## src/rtl/spi_eng_pkg.sv

```systemverilog
package spi_eng_pkg;
  localparam int WORD_W = 32;
  localparam int LEN_W  = $clog2(WORD_W);
  localparam int BIT_W  = LEN_W + 1;
  localparam int EDGE_W = $clog2(2 * WORD_W) + 1;
  localparam int BYTE_W = $clog2(WORD_W / 8) + 1;

  typedef struct packed {
    logic [LEN_W-1:0] lenM1;
    logic             msbFirst;
    logic             cpol;
    logic             phase;
    logic             idleLvl;
    logic             txOff;
    logic             rxOff;
  } mode_t;

  // control -> datapath strobes and latched word settings
  typedef struct packed {
    logic              start;
    logic              sample;
    logic              done;
    logic              busy;
    logic              msbFirst;
    logic              cpol;
    logic              phase;
    logic              idleLvl;
    logic              txOff;
    logic              rxOff;
    logic [EDGE_W-1:0] edgeCnt;
    logic [BIT_W-1:0]  wordBits;
    logic [BYTE_W-1:0] wordBytes;
  } ctl_t;
endpackage

```

## src/rtl/spi_eng_ctrl.sv

```systemverilog
module spi_eng_ctrl
  import spi_eng_pkg::*;
#(
  parameter int BAUD_W = 16,
  parameter int CNT_W  = 16
) (
  input  logic              clk,
  input  logic              rstN,
  input  mode_t             modeIn,
  input  logic [BAUD_W-1:0] baudIn,
  input  logic              txValid,
  input  logic              rxHeld,
  input  logic              rxReqValid,
  input  logic [CNT_W-1:0]  rxReqBytes,
  output logic              txReady,
  output logic [CNT_W-1:0]  rxRemain,
  output ctl_t              ctl
);
  logic              busyQ, rxOnlyQ;
  logic              msbQ, cpolQ, phaseQ, idleQ, txOffQ, rxOffQ;
  logic [BAUD_W-1:0] baudQ, timerQ;
  logic [EDGE_W-1:0] edgeQ, lastEdge;
  logic [BIT_W-1:0]  bitsQ, fullBits, nextBits;
  logic [BYTE_W-1:0] bytesQ, fullBytes, nextBytes;
  logic [CNT_W-1:0]  remainQ;
  logic              canStart, txGo, rxGo, partial, start, tick, sample, done;

  assign canStart  = !busyQ && !(rxHeld && !modeIn.rxOff);
  assign txGo      = canStart && !modeIn.txOff && txValid;
  assign rxGo      = canStart && modeIn.txOff && !modeIn.rxOff && (remainQ != '0);
  assign start     = txGo || rxGo;
  assign txReady   = canStart && !modeIn.txOff;

  assign fullBits  = BIT_W'(modeIn.lenM1) + BIT_W'(1);
  assign fullBytes = BYTE_W'(modeIn.lenM1 >> 3) + BYTE_W'(1);
  assign partial   = rxGo && (remainQ < CNT_W'(fullBytes));
  assign nextBits  = partial ? BIT_W'({remainQ[BYTE_W-1:0], 3'b000}) : fullBits;
  assign nextBytes = partial ? remainQ[BYTE_W-1:0] : fullBytes;

  assign lastEdge  = EDGE_W'({bitsQ, 1'b0}) - EDGE_W'(1);
  assign tick      = busyQ && (timerQ == baudQ);
  assign sample    = tick && (edgeQ[0] != phaseQ);
  assign done      = tick && (edgeQ == lastEdge);

  always_ff @(posedge clk or negedge rstN) begin
    if (!rstN) begin
      busyQ <= 1'b0; rxOnlyQ <= 1'b0;
      msbQ <= 1'b0; cpolQ <= 1'b0; phaseQ <= 1'b0; idleQ <= 1'b0;
      txOffQ <= 1'b0; rxOffQ <= 1'b0;
      baudQ <= '0; timerQ <= '0; edgeQ <= '0; bitsQ <= '0; bytesQ <= '0;
    end else if (start) begin
      busyQ   <= 1'b1;
      rxOnlyQ <= rxGo;
      msbQ    <= modeIn.msbFirst;
      cpolQ   <= modeIn.cpol;
      phaseQ  <= modeIn.phase;
      idleQ   <= modeIn.idleLvl;
      txOffQ  <= modeIn.txOff;
      rxOffQ  <= modeIn.rxOff;
      baudQ   <= baudIn;
      timerQ  <= '0;
      edgeQ   <= '0;
      bitsQ   <= nextBits;
      bytesQ  <= nextBytes;
    end else if (busyQ) begin
      if (tick) begin
        timerQ <= '0;
        if (done) begin
          busyQ <= 1'b0;
          edgeQ <= '0;
        end else begin
          edgeQ <= edgeQ + EDGE_W'(1);
        end
      end else begin
        timerQ <= timerQ + BAUD_W'(1);
      end
    end
  end

  always_ff @(posedge clk or negedge rstN) begin
    if (!rstN) remainQ <= '0;
    else if (rxReqValid && remainQ == '0) remainQ <= rxReqBytes;
    else if (done && rxOnlyQ) remainQ <= remainQ - CNT_W'(bytesQ);
  end

  assign rxRemain = remainQ;

  always_comb begin
    ctl           = '0;
    ctl.start     = start;
    ctl.sample    = sample;
    ctl.done      = done;
    ctl.busy      = busyQ;
    ctl.msbFirst  = msbQ;
    ctl.cpol      = cpolQ;
    ctl.phase     = phaseQ;
    ctl.idleLvl   = idleQ;
    ctl.txOff     = txOffQ;
    ctl.rxOff     = rxOffQ;
    ctl.edgeCnt   = edgeQ;
    ctl.wordBits  = bitsQ;
    ctl.wordBytes = bytesQ;
  end

  AST_EDGE_BOUND: assert property (@(posedge clk) disable iff (!rstN)
    busyQ |-> edgeQ <= lastEdge);
  AST_HALF_PERIOD: assert property (@(posedge clk) disable iff (!rstN)
    busyQ |-> timerQ <= baudQ);
  AST_CFG_FROZEN: assert property (@(posedge clk) disable iff (!rstN)
    (busyQ && $past(busyQ)) |-> ($stable(baudQ) && $stable(msbQ) && $stable(phaseQ) && $stable(bitsQ)));
  AST_TXREADY_IDLE: assert property (@(posedge clk) disable iff (!rstN)
    txReady |-> !busyQ);
  AST_REMAIN_COVERS: assert property (@(posedge clk) disable iff (!rstN)
    (done && rxOnlyQ) |-> remainQ >= CNT_W'(bytesQ));
  AST_CLOCK_NEEDS_REQ: assert property (@(posedge clk) disable iff (!rstN)
    ($rose(busyQ) && txOffQ) |-> $past(remainQ) != '0);
endmodule

```

## src/rtl/spi_eng_datapath.sv

```systemverilog
module spi_eng_datapath
  import spi_eng_pkg::*;
(
  input  logic              clk,
  input  logic              rstN,
  input  ctl_t              ctl,
  input  logic              cpolIn,
  input  logic              idleIn,
  input  logic [WORD_W-1:0] txData,
  input  logic              miso,
  input  logic              rxReady,
  output logic              mosi,
  output logic              sclk,
  output logic [WORD_W-1:0] rxData,
  output logic [BYTE_W-1:0] rxByteValid,
  output logic              rxValid
);
  logic [WORD_W-1:0] txWordQ, rxShQ, rxNext, rxDataQ;
  logic [BYTE_W-1:0] rxBytesQ;
  logic              rxValidQ, driveBit;
  logic [BIT_W-1:0]  sampIdx, txIdx;
  logic [LEN_W-1:0]  sampPos, txPos;

  function automatic logic [LEN_W-1:0] bitPos(input logic [BIT_W-1:0] idx,
                                              input logic [BIT_W-1:0] nBits,
                                              input logic msb);
    logic [BIT_W-1:0] p;
    p = msb ? (nBits - idx - BIT_W'(1)) : idx;
    return p[LEN_W-1:0];
  endfunction

  assign sampIdx  = BIT_W'(ctl.edgeCnt >> 1);
  assign txIdx    = ctl.phase ? BIT_W'(ctl.edgeCnt >> 1)
                              : BIT_W'((ctl.edgeCnt - EDGE_W'(1)) >> 1);
  assign sampPos  = bitPos(sampIdx, ctl.wordBits, ctl.msbFirst);
  assign txPos    = bitPos(txIdx, ctl.wordBits, ctl.msbFirst);
  assign driveBit = ctl.busy && !ctl.txOff && (ctl.phase || ctl.edgeCnt != '0);

  assign mosi = driveBit ? txWordQ[txPos] : (ctl.busy ? ctl.idleLvl : idleIn);
  assign sclk = ctl.busy ? (ctl.cpol ^ ctl.edgeCnt[0]) : cpolIn;

  always_comb begin
    rxNext = rxShQ;
    if (ctl.sample) rxNext[sampPos] = miso;
  end

  always_ff @(posedge clk or negedge rstN) begin
    if (!rstN) begin
      txWordQ <= '0;
      rxShQ   <= '0;
    end else if (ctl.start) begin
      txWordQ <= txData;
      rxShQ   <= '0;
    end else if (ctl.sample) begin
      rxShQ   <= rxNext;
    end
  end

  always_ff @(posedge clk or negedge rstN) begin
    if (!rstN) begin
      rxDataQ  <= '0;
      rxBytesQ <= '0;
      rxValidQ <= 1'b0;
    end else if (ctl.done && !ctl.rxOff) begin
      rxDataQ  <= rxNext;
      rxBytesQ <= ctl.wordBytes;
      rxValidQ <= 1'b1;
    end else if (rxReady) begin
      rxValidQ <= 1'b0;
    end
  end

  assign rxData      = rxDataQ;
  assign rxByteValid = rxBytesQ;
  assign rxValid     = rxValidQ;

  AST_RX_HOLD: assert property (@(posedge clk) disable iff (!rstN)
    (rxValidQ && !rxReady) |=> (rxValidQ && $stable(rxDataQ)));
  AST_RX_BYTES: assert property (@(posedge clk) disable iff (!rstN)
    rxValidQ |-> (rxBytesQ != '0 && rxBytesQ <= BYTE_W'(WORD_W / 8)));
  AST_RXOFF_SILENT: assert property (@(posedge clk) disable iff (!rstN)
    $rose(rxValidQ) |-> !ctl.rxOff);
endmodule

```

## src/rtl/spi_serial_engine.sv

```systemverilog
module spi_serial_engine
  import spi_eng_pkg::*;
#(
  parameter int BAUD_W = 16,
  parameter int CNT_W  = 16
) (
  input  logic              clk,
  input  logic              rstN,
  input  logic [LEN_W-1:0]  cfgLenM1,
  input  logic              cfgMsbFirst,
  input  logic              cfgCpol,
  input  logic              cfgPhase,
  input  logic              cfgIdle,
  input  logic              cfgTxOff,
  input  logic              cfgRxOff,
  input  logic [BAUD_W-1:0] cfgBaud,
  input  logic [WORD_W-1:0] txData,
  input  logic              txValid,
  output logic              txReady,
  input  logic              rxReqValid,
  input  logic [CNT_W-1:0]  rxReqBytes,
  output logic [CNT_W-1:0]  rxRemain,
  output logic [WORD_W-1:0] rxData,
  output logic [BYTE_W-1:0] rxByteValid,
  output logic              rxValid,
  input  logic              rxReady,
  output logic              sclk,
  output logic              mosi,
  input  logic              miso,
  output logic              busy
);
  mode_t modeIn;
  ctl_t  ctl;
  logic  rxValidInt;

  assign modeIn = '{lenM1: cfgLenM1, msbFirst: cfgMsbFirst, cpol: cfgCpol,
                    phase: cfgPhase, idleLvl: cfgIdle, txOff: cfgTxOff, rxOff: cfgRxOff};

  spi_eng_ctrl #(.BAUD_W(BAUD_W), .CNT_W(CNT_W)) uCtrl (
    .clk(clk), .rstN(rstN), .modeIn(modeIn), .baudIn(cfgBaud),
    .txValid(txValid), .rxHeld(rxValidInt), .rxReqValid(rxReqValid),
    .rxReqBytes(rxReqBytes), .txReady(txReady), .rxRemain(rxRemain), .ctl(ctl)
  );

  spi_eng_datapath uData (
    .clk(clk), .rstN(rstN), .ctl(ctl), .cpolIn(cfgCpol), .idleIn(cfgIdle),
    .txData(txData), .miso(miso), .rxReady(rxReady), .mosi(mosi), .sclk(sclk),
    .rxData(rxData), .rxByteValid(rxByteValid), .rxValid(rxValidInt)
  );

  assign rxValid = rxValidInt;
  assign busy    = ctl.busy;
endmodule

```

## config.mk

```make
export PLATFORM = sky130hd
export DESIGN_NAME = spi_serial_engine
export DESIGN_NICKNAME = d
export VERILOG_FILES = /design/src/rtl/spi_eng_pkg.sv /design/src/rtl/spi_eng_ctrl.sv /design/src/rtl/spi_eng_datapath.sv /design/src/rtl/spi_serial_engine.sv
export SDC_FILE = /design/constraint.sdc
export NUM_CORES = 1
export LEC_CHECK = 0
export BUFFER_PORTS_ARGS = -buffer_cell sky130_fd_sc_hd__buf_2
export CAP_MARGIN = 25
export CORE_MARGIN = 2
export CORE_UTILIZATION = 62
export DETAILED_ROUTE_END_ITERATION = 16
export PLACE_DENSITY = 0.95
export SETUP_SLACK_MARGIN = 0.15
export SYNTH_ARGS = -nofsm -noshare
export SYNTH_HDL_FRONTEND = slang
export SYNTH_SLANG_ARGS = --single-unit
```

## constraint.sdc

```tcl
create_clock -name clk -period 8.69 [get_ports clk]
set_clock_uncertainty 0.1 [all_clocks]
set_input_delay 1.738 -clock clk [delete_from_list [all_inputs] [get_ports clk]]
set_output_delay 1.738 -clock clk [all_outputs]
set_load 0.02 [all_outputs]
```

# ---- Word-level counts from Yosys, hierarchy flattened
# Index checks and enable logic that the tools add are counted.
dict set report classes {
  n_mux 31
  n_bitwise 1
  magnitude_cmp 4
  addsub 11
  reduce_logical 34
  eq_ne 3
}
# operator count
set ops {}
lappend ops {{$mux W32} 3}
lappend ops {{$mux W16} 5}
lappend ops {{$bwmux W32} 1}
lappend ops {{$mux W7} 4}
lappend ops {{$logic_and A1 B1 Y1} 17}
lappend ops {{$add A16 B1 Y16 const B} 1}
lappend ops {{$eq A16 B16 Y1} 1}
lappend ops {{$logic_not A16 Y1} 1}
lappend ops {{$lt A16 B3 Y1} 1}
lappend ops {{$reduce_bool A16 Y1} 1}
lappend ops {{$sub A16 B3 Y16} 1}
lappend ops {{$mux W5} 3}
lappend ops {{$lt A5 B6 Y1 const B} 2}
lappend ops {{$mux W1} 11}
lappend ops {{$reduce_bool A2 Y1} 5}
lappend ops {{$sub A5 B1 Y5 const B} 2}
lappend ops {{$sub A5 B5 Y5} 2}
lappend ops {{$add A7 B1 Y7 const B} 1}
lappend ops {{$eq A7 B7 Y1} 1}
lappend ops {{$reduce_bool A7 Y1} 1}
lappend ops {{$sub A7 B1 Y7 const B} 1}
lappend ops {{$add A5 B1 Y6 const B} 1}
lappend ops {{$logic_not A1 Y1} 6}
lappend ops {{$mux W6} 1}
lappend ops {{10 further kinds} 11}
dict set report totals {
  output_inout_bits 56
  input_bits 81
  register_bits 172
}

# ---- Longest topological paths before layout
# Gate-level depths: netlist of the first run.
dict set report depth {
  word_depth 11
  mapped_depth 15
  mapped_depth_nobuf 14
}

# ---- Cells and area by module
# Synthesis of the first run repeated with hierarchy kept, for this count alone.
dict set report unflattened {
  hier_cells 961
  area_unflattened_um2 9357.7
}
# module area_each_um2 cells_per_inst n_inst seq_area_each_um2
set modules_own_cells {}
lappend modules_own_cells {spi_eng_datapath 5051.1 479 1 2502.4}
lappend modules_own_cells {spi_eng_ctrl 4306.6 482 1 1801.7}

# ---- Worst setup path after synthesis of the first run
# No wires, ideal clock.
dict set report synth_timing {
  path_kind {register -> output}
  startpoint {register uCtrl.edgeQ[0]}
  endpoint {output mosi}
  arrival_ns 4.007
  required_ns 6.852
  stages_incl_launch_ff 15
  slack_ns 2.845
  n_path_buf 1
  cell_sequence {dfrtp_1 clkbuf_1 inv_1 ha_1 nor2_1 a21oi_1 ha_1 inv_1 fa_1 a221oi_2 mux4_2 mux2_2 mux2_2 o2bb2ai_1 o211a_1}
}
dict set report synth_via {
  elab_chain_len 8
  word_cells_on_any_way 11
  classes_between {add/sub: 3; mux: 5; reduce/logical: 3}
}
# element line_no
set synth_lines {}
lappend synth_lines {{from (decl)} spi_eng_ctrl.sv:22} ;# logic [EDGE_W-1:0] edgeQ, lastEdge;
lappend synth_lines {{from (signal assigned)} spi_eng_ctrl.sv:72} ;# edgeQ <= edgeQ + EDGE_W'(1);
lappend synth_lines {{$sub A6 B1 Y6} spi_eng_datapath.sv:34} ;# : BIT_W'((ctl.edgeCnt - EDGE_W'(1)) >> 1);
lappend synth_lines {{$mux W5} spi_eng_datapath.sv:33} ;# assign txIdx = ctl.phase ? BIT_W'(ctl.edgeCnt >> 1)
lappend synth_lines {{$sub A5 B5 Y5} spi_eng_datapath.sv:28} ;# p = msb ? (nBits - idx - BIT_W'(1)) : idx;
lappend synth_lines {{$sub A5 B1 Y5} spi_eng_datapath.sv:28}
lappend synth_lines {{$mux W5} spi_eng_datapath.sv:28}
lappend synth_lines {{$bmux W1 S5} spi_eng_datapath.sv:39} ;# assign mosi = driveBit ? txWordQ[txPos] : (ctl.busy ? ctl.idleLvl : idleIn);
lappend synth_lines {{$mux W1 (not written as such)} spi_eng_datapath.sv:39}
lappend synth_lines {{$mux W1 (*)} spi_eng_datapath.sv:39}
lappend synth_lines {{to (decl)} spi_serial_engine.sv:28} ;# output logic mosi,
# Mark *: on every way between the ends. The rest lies on a longest branch, timed or not. The select of a mux whose other input is x is not followed.

# ---- Worst setup path after layout of the first run
dict set report layout_timing {
  startpoint {register uCtrl.edgeQ[1]}
  endpoint {output mosi}
}
# Same word-level chain as after synthesis.

==> results of run 1 <==
==> final timing paths <==
kind / start / end / slack, ps / depth (start not counted)
min reg2reg: uData.txWordQ[17] / uData.txWordQ[17] / 370 / 2
max in group asynchronous: rstN / uCtrl.baudQ[9] / 6100 / 3
min: uData.txWordQ[17] / uData.txWordQ[17] / 370 / 2
max reg2reg: uCtrl.rxRemain[9] / uCtrl.edgeQ[3] / 4780 / 8
max: uCtrl.edgeQ[1] / mosi / 2040 / 15
min in group asynchronous: rstN / uData.rxData[15] / 1280 / 1
==> power groups by stage <==
stage | clock (mW) | combinational (mW) | sequential (mW)
floorplan | 0 | 0.472 | 0.911
global placement | 0 | 0.564 | 0.945
detailed placement | 0 | 0.590 | 0.949
CTS | 0.752 | 0.607 | 0.934
global route | 0.787 | 0.680 | 0.944
finish | 0.747 | 0.620 | 0.938
==> area by class of cell <==
class	instances	area share
Sequential cell	172	0.4118
Clock buffer	19	0.04238
Inverter	33	0.01185
Clock inverter	13	0.01257
Multi-Input combinational cell	708	0.4253
Timing Repair Buffer	144	0.07410
Tap cell	184	0.02203
==> worst reg2reg max path: cells and delay by family (launching register included) <==
kind	cells	cell delay, ps
compound gates	3	770
simple gates	4	1890
flops	1	430
buf+inv	1	670
==> sequential cells by signal, indices dropped and copies added, names as in the netlist <==
name               flops
uCtrl.busyQ            1
uData.rxByteValid      3
uCtrl.bytesQ           3
uCtrl.phaseQ           1
uCtrl.cpolQ            1
uCtrl.baudQ           16
uCtrl.rxOnlyQ          1
uCtrl.txOffQ           1
uData.rxValid          1
uData.txWordQ         32
uCtrl.rxRemain        16
uData.rxData          32
uCtrl.edgeQ            7
uCtrl.msbQ             1
uCtrl.idleQ            1
uCtrl.bitsQ            6
uCtrl.timerQ          16
uData.rxShQ           32
uCtrl.rxOffQ           1
==> cells in the final DEF (no fill, tap or decap), types with 7 or more instances in the layout <==
master     Yosys  layout
a21oi_1       21      21
and2_1        36      36
buf_2         21     135
clkbuf_16      0      17
dfrtp_1      172     172
ha_1          19      19
inv_1         32      32
mux2_2        43      43
mux2i_1       12      12
nand2_1      210     210
nand2b_1       8       7
nand3_1       26      26
nand4_1       16      16
nor2_1        33      33
nor3_1         7       7
nor4_1         7       7
o21ai_0       91      91
o21ai_1        7       7
o31ai_1       12      12
or2_2          8       8
or3_1          9       9
or4_1          8       8
xnor2_1       30      30
xor2_1        18      18
==> per-stage QoR <==
| step | worst slack (ps) | utilization | instance area (sq um) | hold WS (ps) |
|---|---|---|---|---|
| final | 2041 | 0.7219 | 10450 | 368.3 |
| after CTS | 2091 | 0.7200 | 10430 | 370.1 |
| after floorplan | 2845 | - | 9121 | 333.1 |
| after detailed placement | 2585 | 0.6803 | 9851 | 354.7 |
| after global placement | 2629 | 0.6793 | 9836 | 352.0 |
| after global routing | 1819 | 0.7219 | 10450 | 399.0 |
==> routing by layer <==
layer | up-vias | track usage | share of wire
li1 | 3550 | - | -
met1 | 3700 | 0.3670 | 0.41
met2 | 298 | 0.4850 | 0.50
met3 | 62 | 0.05220 | 0.055
met4 | 0 | 0.1111 | 0.027
met5 | - | 0 | 0
==> kinds of logic (layout without fill, tap and decap cells) <==
group,Yosys count,after routing,share of synthesized area
DFF,172,172,0.4719
muxes,60,60,0.07860
AOI/OAI and AO/OA,179,179,0.1198
xor gates and xnor gates,48,48,0.04609
adders and majority gates,22,22,0.03265
and+or+nand+nor,399,399,0.2099
buffers and inverters,79,209,0.04115
==> results.json, run 1 <==
{
  "cts-root-buf": "clkbuf_16",
  "gp_congestion": 0.9046,
  "nNetsFinal": 1179,
  "syn_area_sq_mm": 0.009121,
  "yosys-top-cells-count": "210 x nand2_1, 172 x dfrtp_1, 91 x o21ai_0",
  "die_w_um": 125.3,
  "cts_setup_buffers": 0,
  "worst_pin_slew_ps": 970.6,
  "slowest_delay_ps": 520,
  "total_power_mw": 2.305,
  "drtIter0Drc": 601,
  "cts-resized-gates": 0,
  "finalHoldViolCount": 0,
  "die_height_um": 125.3,
  "num_io_pins": 137,
  "nFillCells": 1035,
  "clk_pin_slew_ps": 70,
  "slew_headroom": 0.3427,
  "hpwl_um": 14860,
  "cp_max_fo": 15,
  "crit_chain": "inv_1, ha_1, nor2_1, a21oi_1, ha_1, inv_1, fa_1, a221oi_2, buf_4, mux4_2, mux2_2, mux2_2, o2bb2ai_1, o211a_1, buf_2",
  "async_flop_share": 1.000,
  "initial_core_util": 0.6300,
  "fmax_ghz": 0.1504,
  "drive_above_1_share": 0.2213,
  "slew_viol_final": 0,
  "power.density_mw_per_mm2": 220.5,
  "synth-seq-area-share": 0.4719,
  "swShare": 0.3386,
  "yosysTopAreaCellShare": 0.4719,
  "hold_path.class": "register to register",
  "p_comb_frac": 0.269,
  "syn-instance-count": 959,
  "timing_worst_setup_path_type": "register to primary output",
  "min_period_ps": 6649,
  "synth_edf_count": 0,
  "area_growth_pct": 14.60,
  "ys.flop_type": "dfrtp_1",
  "yosysWarningCount": 0,
  "final_cells": 1273,
  "cts_buffer_depth": 2,
  "switching_power_mw": 0.7804,
  "synth_nets": 1062,
  "power.internal_mw": 1.525,
  "worstPathRequired_ps": 6850,
  "overflow": 0,
  "ctsHoldBuffers": 0,
  "path_buf_inv": 4,
  "multi_input_comb_area_sq_mm": 0.004446,
  "route.detailed.drc": 0,
  "maxCapViolations": 0,
  "critPathTopFamily": "multiplexers",
  "ys_ff_latch": 172,
  "finalCritPeriodShare": 0.7651,
  "vias": 7610,
  "grt_antenna_before_repair": 0,
  "regArea_sq_mm": 0.004304,
  "postRouteAntennaNets": 0,
  "status": "finished clean",
  "grt_max_degree": 99,
  "htreeDepth": 4,
  "routed_wl_um": 21750,
  "clock-sinks": 172,
  "post-synth-top-area-cell": "dfrtp_1",
  "postSynthAreaPerCell_sq_um": 9.511,
  "fin_setup_tns_ps": 0,
  "ir_drop_v": 0.0001551,
  "dp_cells": 1240,
  "rsz0062_at_grt": "false",
  "wire_per_inst_um": 17.09,
  "power.share.clock": 0.324,
  "viasPerCell": 5.978,
  "netlist_top_cells_area": "dfrtp_1 47%, nand2_1 8.6%, mux2_2 5.3%",
  "core_sq_mm": 0.01448,
  "port_buffers": 136,
  "end_kind": "primary output",
  "cts_buffers": 17,
  "setup_violations": 0,
  "crit_slowest_cell": "mux4_2",
  "grt_pass1_wl_um": 36480,
  "std_cell_rows": 44,
  "leakage_nw": 4.992,
  "synth_cell_types": 71,
  "seq_power_share": 0.407,
  "die_area_sq_mm": 0.01570,
  "cts_tree": "built",
  "start_kind": "register",
  "diodes": 0,
  "track_usage": 0.2857,
  "clock_latency_ps": 440,
  "crit_arrival_ps": 4810,
  "yosysMostFrequentCell": "nand2_1",
  "grt_pass1_vias": 7497,
  "drt_first_pass_iters": 6
}
(Power assumes the default switching activity.)
==> run 2, diff against run 1 <==
- CORE_UTILIZATION: 62 -> 58
- PLACE_DENSITY: 0.95 -> 0.92
- clock period: 8.69 -> 6.3 ns (I/O delays scaled with it)
==> results.json, run 2 (synthesized netlist as in run 1, its figures left out) <==
{
  "route.detailed.drc": 0,
  "initial_core_util": 0.5978,
  "regArea_sq_mm": 0.004304,
  "slew_headroom": 0.3417,
  "htreeDepth": 4,
  "timing_worst_setup_path_type": "register to primary output",
  "slew_viol_final": 0,
  "grt_antenna_before_repair": 0,
  "diodes": 0,
  "maxCapViolations": 0,
  "dpl-instance-area_sq_mm": 0.009892,
  "power.density_mw_per_mm2": 304.3,
  "overflow": 0,
  "wire_per_inst_um": 16.58,
  "drt_first_pass_iters": 5,
  "post-route-cell-area_sq_mm": 0.01050,
  "rsz0062_at_grt": "false",
  "cts_tree": "built",
  "slowest_delay_ps": 460,
  "path_depth": 15,
  "setup_violations": 0,
  "min_to": "uCtrl.idleQ",
  "fin_setup_tns_ps": 0,
  "hpwl_um": 15250,
  "fmax_ghz": 0.1707,
  "nNetsFinal": 1179,
  "die_height_um": 129.4,
  "worst_pin_slew_ps": 979.0,
  "nFillCells": 1201,
  "crit_arrival_ps": 4500,
  "postRouteAntennaNets": 0,
  "clk_pin_slew_ps": 70,
  "rrSetupSlack_ps": 2500,
  "finalCritPeriodShare": 0.9300,
  "finalHoldViolCount": 0,
  "cts_setup_buffers": 0,
  "die_area_sq_mm": 0.01675,
  "clock-sinks": 172,
  "cts_buffer_depth": 2,
  "grt_pass1_vias": 7440,
  "drive_above_1_share": 0.2231,
  "gp_congestion": 0.8937,
  "min_period_ps": 5859,
  "status": "finished clean",
  "path_buf_inv": 4,
  "area_growth_pct": 15.13,
  "routed_wl_um": 21550,
  "worstPathRequired_ps": 4940,
  "multi_input_comb_area_sq_mm": 0.004449,
  "crit_slowest_cell": "fa_1",
  "min_path_cells": 2,
  "most-common-layout-cells": "210 x nand2_1, 172 x dfrtp_1, 135 x buf_2",
  "rr_endpoint": "uCtrl.edgeQ[3]",
  "crit_chain": "inv_1, ha_1, nor2_1, a21oi_2, ha_1, inv_1, fa_1, a221oi_2, buf_6, mux4_2, mux2_2, mux2_2, o2bb2ai_1, o211a_1, buf_2",
  "std_cell_rows": 45,
  "leakage_nw": 5.001,
  "track_usage": 0.2680,
  "layout_commonest_cell": "nand2_1",
  "vias": 7604,
  "reg2reg_from": "uCtrl.rxRemain[8]",
  "cp_max_fo": 14,
  "hold_start": "uCtrl.idleQ",
  "clock_latency_ps": 430,
  "hold_path.class": "register to register",
  "grt_max_degree": 70,
  "critPathTopFamily": "compound AO/OA/AOI/OAI gates",
  "end_kind": "primary output",
  "start_kind": "register",
  "ir_drop_v": 0.0002506,
  "num_io_pins": 137,
  "core_sq_mm": 0.01526,
  "cts-root-buf": "clkbuf_16",
  "viasPerCell": 5.849,
  "port_buffers": 136,
  "reg2reg_depth": 7,
  "drtIter0Drc": 523,
  "die_w_um": 129.4,
  "grt_pass1_wl_um": 35660,
  "cts_buffers": 17
}
[run 2: worst min-delay path: stages (launching register included)]
cell and delay (ps):
dfrtp_1 340, nand2_1 50, nand2_1 50
[run 2: layout make-up]
| cell class | instances | area share |
|---|---|---|
| clock buffers | 17 | 0.04051 |
| well taps | 211 | 0.02514 |
| clock inverters | 15 | 0.01680 |
| inverters | 33 | 0.01180 |
| repair buffers | 144 | 0.07220 |
| multi-input cells | 708 | 0.4237 |
| flip-flops and latches | 172 | 0.4099 |
[run 2: per-layer routing]
metal,share of wire,wire (um),global-route usage,up-vias
met2,0.50,10720,0.4467,289
met3,0.064,1376,0.05739,61
li1,-,-,-,3563
met5,0,0,0,-
met4,0.028,601,0.1049,0
met1,0.41,8851,0.3447,3691
[run 2: report_power, final]
part,total (mW),leakage (nW),internal [mW],switching [mW]
Combinational,0.844,2.61,0.365,0.479
Clock,1.06,0.286,0.568,0.491
Sequential,1.29,2.11,1.18,0.116
[run 2: worst max-delay path by stage]
stage,end,slack [ps],startpoint
floorplan,mosi,930,uCtrl.edgeQ[0]
detailed placement,mosi,750,uCtrl.edgeQ[1]
global route,mosi,180,uCtrl.edgeQ[0]
finish,mosi,440,uCtrl.edgeQ[1]
CTS,mosi,220,uCtrl.edgeQ[0]
global placement,mosi,830,uCtrl.edgeQ[1]
[run 2: timing repair]
| action | in CTS | in global routing |
|---|---|---|
| setup endpoints to repair | 0 | 1 |
| hold buffers | 0 | 0 |
| gates resized for setup | 0 | 2 |
| hold endpoints to repair | 0 | 0 |
[run 2: through the flow]
step	hold WS, ps	cells	setup WS [ps]	utilization	power, mW
finish	374.0	1300	440.8	0.6882	3.195
global route	408.2	1300	175.2	0.6882	3.370
CTS	372.6	1300	216.0	0.6877	3.187
detailed placement	357.1	1268	745.8	0.6483	2.124
global placement	351.2	1267	834.8	0.6473	2.087
floorplan	333.1	959	933.0	-	1.908
==> run 3, diff against run 2 <==
- CORE_UTILIZATION: 58 -> 52
- PLACE_DENSITY: 0.92 -> 0.88
- REMOVE_ABC_BUFFERS: unset -> 1
- clock period: 6.3 -> 5.31 ns (I/O delays scaled with it)
==> results.json, run 3 (synthesized netlist as in run 1, its figures left out) <==
{
  "rsz0062_at_grt": "true",
  "fmax_ghz": 0.1948,
  "viasPerCell": 5.664,
  "vias": 7494,
  "power.density_mw_per_mm2": 366.6,
  "nNetsFinal": 1189,
  "p_comb_frac": 0.285,
  "whs_ps": 302.4,
  "switching_power_mw": 1.248,
  "grt_max_degree": 106,
  "layout_commonest_cell": "nand2_1",
  "leakage_nw": 5.069,
  "reg2reg_from": "uCtrl.rxRemain[8]",
  "drt_first_pass_iters": 4,
  "fin_util": 0.6182,
  "final.setup.worst_slack_ps": 175.8,
  "worstPathRequired_ps": 4150,
  "finalHoldViolCount": 0,
  "seq_power_share": 0.389,
  "die_w_um": 136.4,
  "cts-root-buf": "clkbuf_16",
  "most-common-layout-cells": "210 x nand2_1, 172 x dfrtp_1, 134 x buf_2",
  "grt_pass1_wl_um": 35900,
  "std_cell_rows": 48,
  "clock_latency_ps": 430,
  "met2_length_um": 10990,
  "total_power_mw": 3.907,
  "port_buffers": 136,
  "routed_wl_um": 21940,
  "power.internal_mw": 2.659,
  "dp_cells": 1285,
  "die_area_sq_mm": 0.01862,
  "wire_per_inst_um": 16.58,
  "nFillCells": 1377,
  "htreeDepth": 4,
  "min_period_ps": 5134,
  "start_kind": "register",
  "num_io_pins": 137,
  "initial_core_util": 0.5292,
  "dpl-instance-area_sq_mm": 0.009925,
  "finalCritPeriodShare": 0.9669,
  "route.detailed.drc": 0,
  "rrSetupSlack_ps": 1850,
  "drive_above_1_share": 0.2359,
  "gp_congestion": 0.9270,
  "swShare": 0.3194,
  "worst_pin_slew_ps": 992.9,
  "grt_antenna_before_repair": 0,
  "reg2reg_depth": 7,
  "die_height_um": 136.4,
  "cts_tree": "built",
  "track_usage": 0.2456,
  "slew_headroom": 0.3320,
  "ctsHoldBuffers": 0,
  "drtIter0Drc": 513,
  "setup_violations": 0,
  "end_kind": "primary output",
  "timing_worst_setup_path_type": "register to primary output",
  "ir_drop_v": 0.0002748,
  "maxCapViolations": 0,
  "wl_met3_um": 1269,
  "cts_buffers": 17,
  "hold_path.class": "input pin to async pin",
  "clock-sinks": 172,
  "area_growth_pct": 16.83,
  "clk_pin_slew_ps": 70,
  "final_cells": 1323,
  "cts_buffer_depth": 2,
  "post-route-cell-area_sq_mm": 0.01066,
  "postRouteAntennaNets": 0,
  "highest_layer": "met4",
  "slew_viol_final": 0,
  "wl_met1_um": 9308,
  "fin_setup_tns_ps": 0,
  "overflow": 0,
  "status": "finished clean",
  "grt_pass1_vias": 7379,
  "cp_max_fo": 2,
  "crit_arrival_ps": 3970,
  "core_sq_mm": 0.01724,
  "diodes": 0,
  "power.share.clock": 0.326,
  "rr_endpoint": "uCtrl.timerQ[14]",
  "hpwl_um": 15420,
  "dp_slack_ps": 203.0
}
-- run 3: cell types whose count changed in the layout (fill, tap and decap cells not counted), moves of 2 or more --
| cell | change |
|---|---|
| inv_1 | -3 |
| mux2_4 | +2 |
| ha_1 | -2 |
| inv_2 | +3 |
| mux2_2 | -2 |
| clkinvlp_4 | -2 |
| clkinv_8 | -2 |
| buf_4 | +10 |
| clkbuf_8 | +5 |
| inv_8 | -5 |
| clkinv_2 | +3 |
-- run 3: power groups by stage --
stage          logic [mW]  clock network, mW  registers [mW]
2_1_floorplan       0.730                  0            1.52
4_1_cts              1.08               1.28            1.51
6_report             1.12               1.27            1.52
3_5_place_dp         1.00                  0            1.54
3_3_place_gp        0.961                  0            1.54
5_1_grt              1.23               1.33            1.53
-- run 3: what timing repair did --
action | CTS | global route
setup endpoints to repair | 1 | 1
hold endpoints to repair | 0 | 0
buffers inserted | 6 | 0
resized for setup | 8 | 6
pin swaps | 3 | 3
-- run 3: metal layers --
layer  global-route usage  vias to the layer above
met5                    0                        -
li1                     -                     3574
met4              0.07697                        0
met2               0.4112                      219
met3              0.05779                       36
met1               0.3166                     3665
-- run 3: layout make-up --
type	count	area, sq um	area share
inverter	33	123.9	0.01162
multi-input combinational	708	4492	0.4215
timing repair buffer	154	852.1	0.07996
sequential	172	4304	0.4039
clock inverter	9	108.9	0.01021
clock buffer	22	494.2	0.04638
tap	225	281.5	0.02642
-- run 3: worst max path at each step --
stage                   start    to  slack, ps  cells after the start
5_1_grt        uCtrl.edgeQ[1]  mosi         60                     14
3_3_place_gp   uCtrl.edgeQ[1]  mosi        310                     15
6_report       uCtrl.edgeQ[1]  mosi        180                     14
2_1_floorplan  uCtrl.edgeQ[0]  mosi       -280                     13
4_1_cts        uCtrl.edgeQ[1]  mosi        130                     14
3_5_place_dp   uCtrl.edgeQ[1]  mosi        200                     15
-- run 3: worst max-delay path, stage by stage (launching register included) --
cell	delay (ps)
dfrtp_1	380
inv_2	70
ha_4	260
nor2_2	30
a21oi_2	150
ha_2	210
inv_2	40
fa_1	490
a221oi_4	360
mux4_2	540
mux2_4	280
mux2_4	270
o2bb2ai_2	120
o211a_1	220
buf_6	130
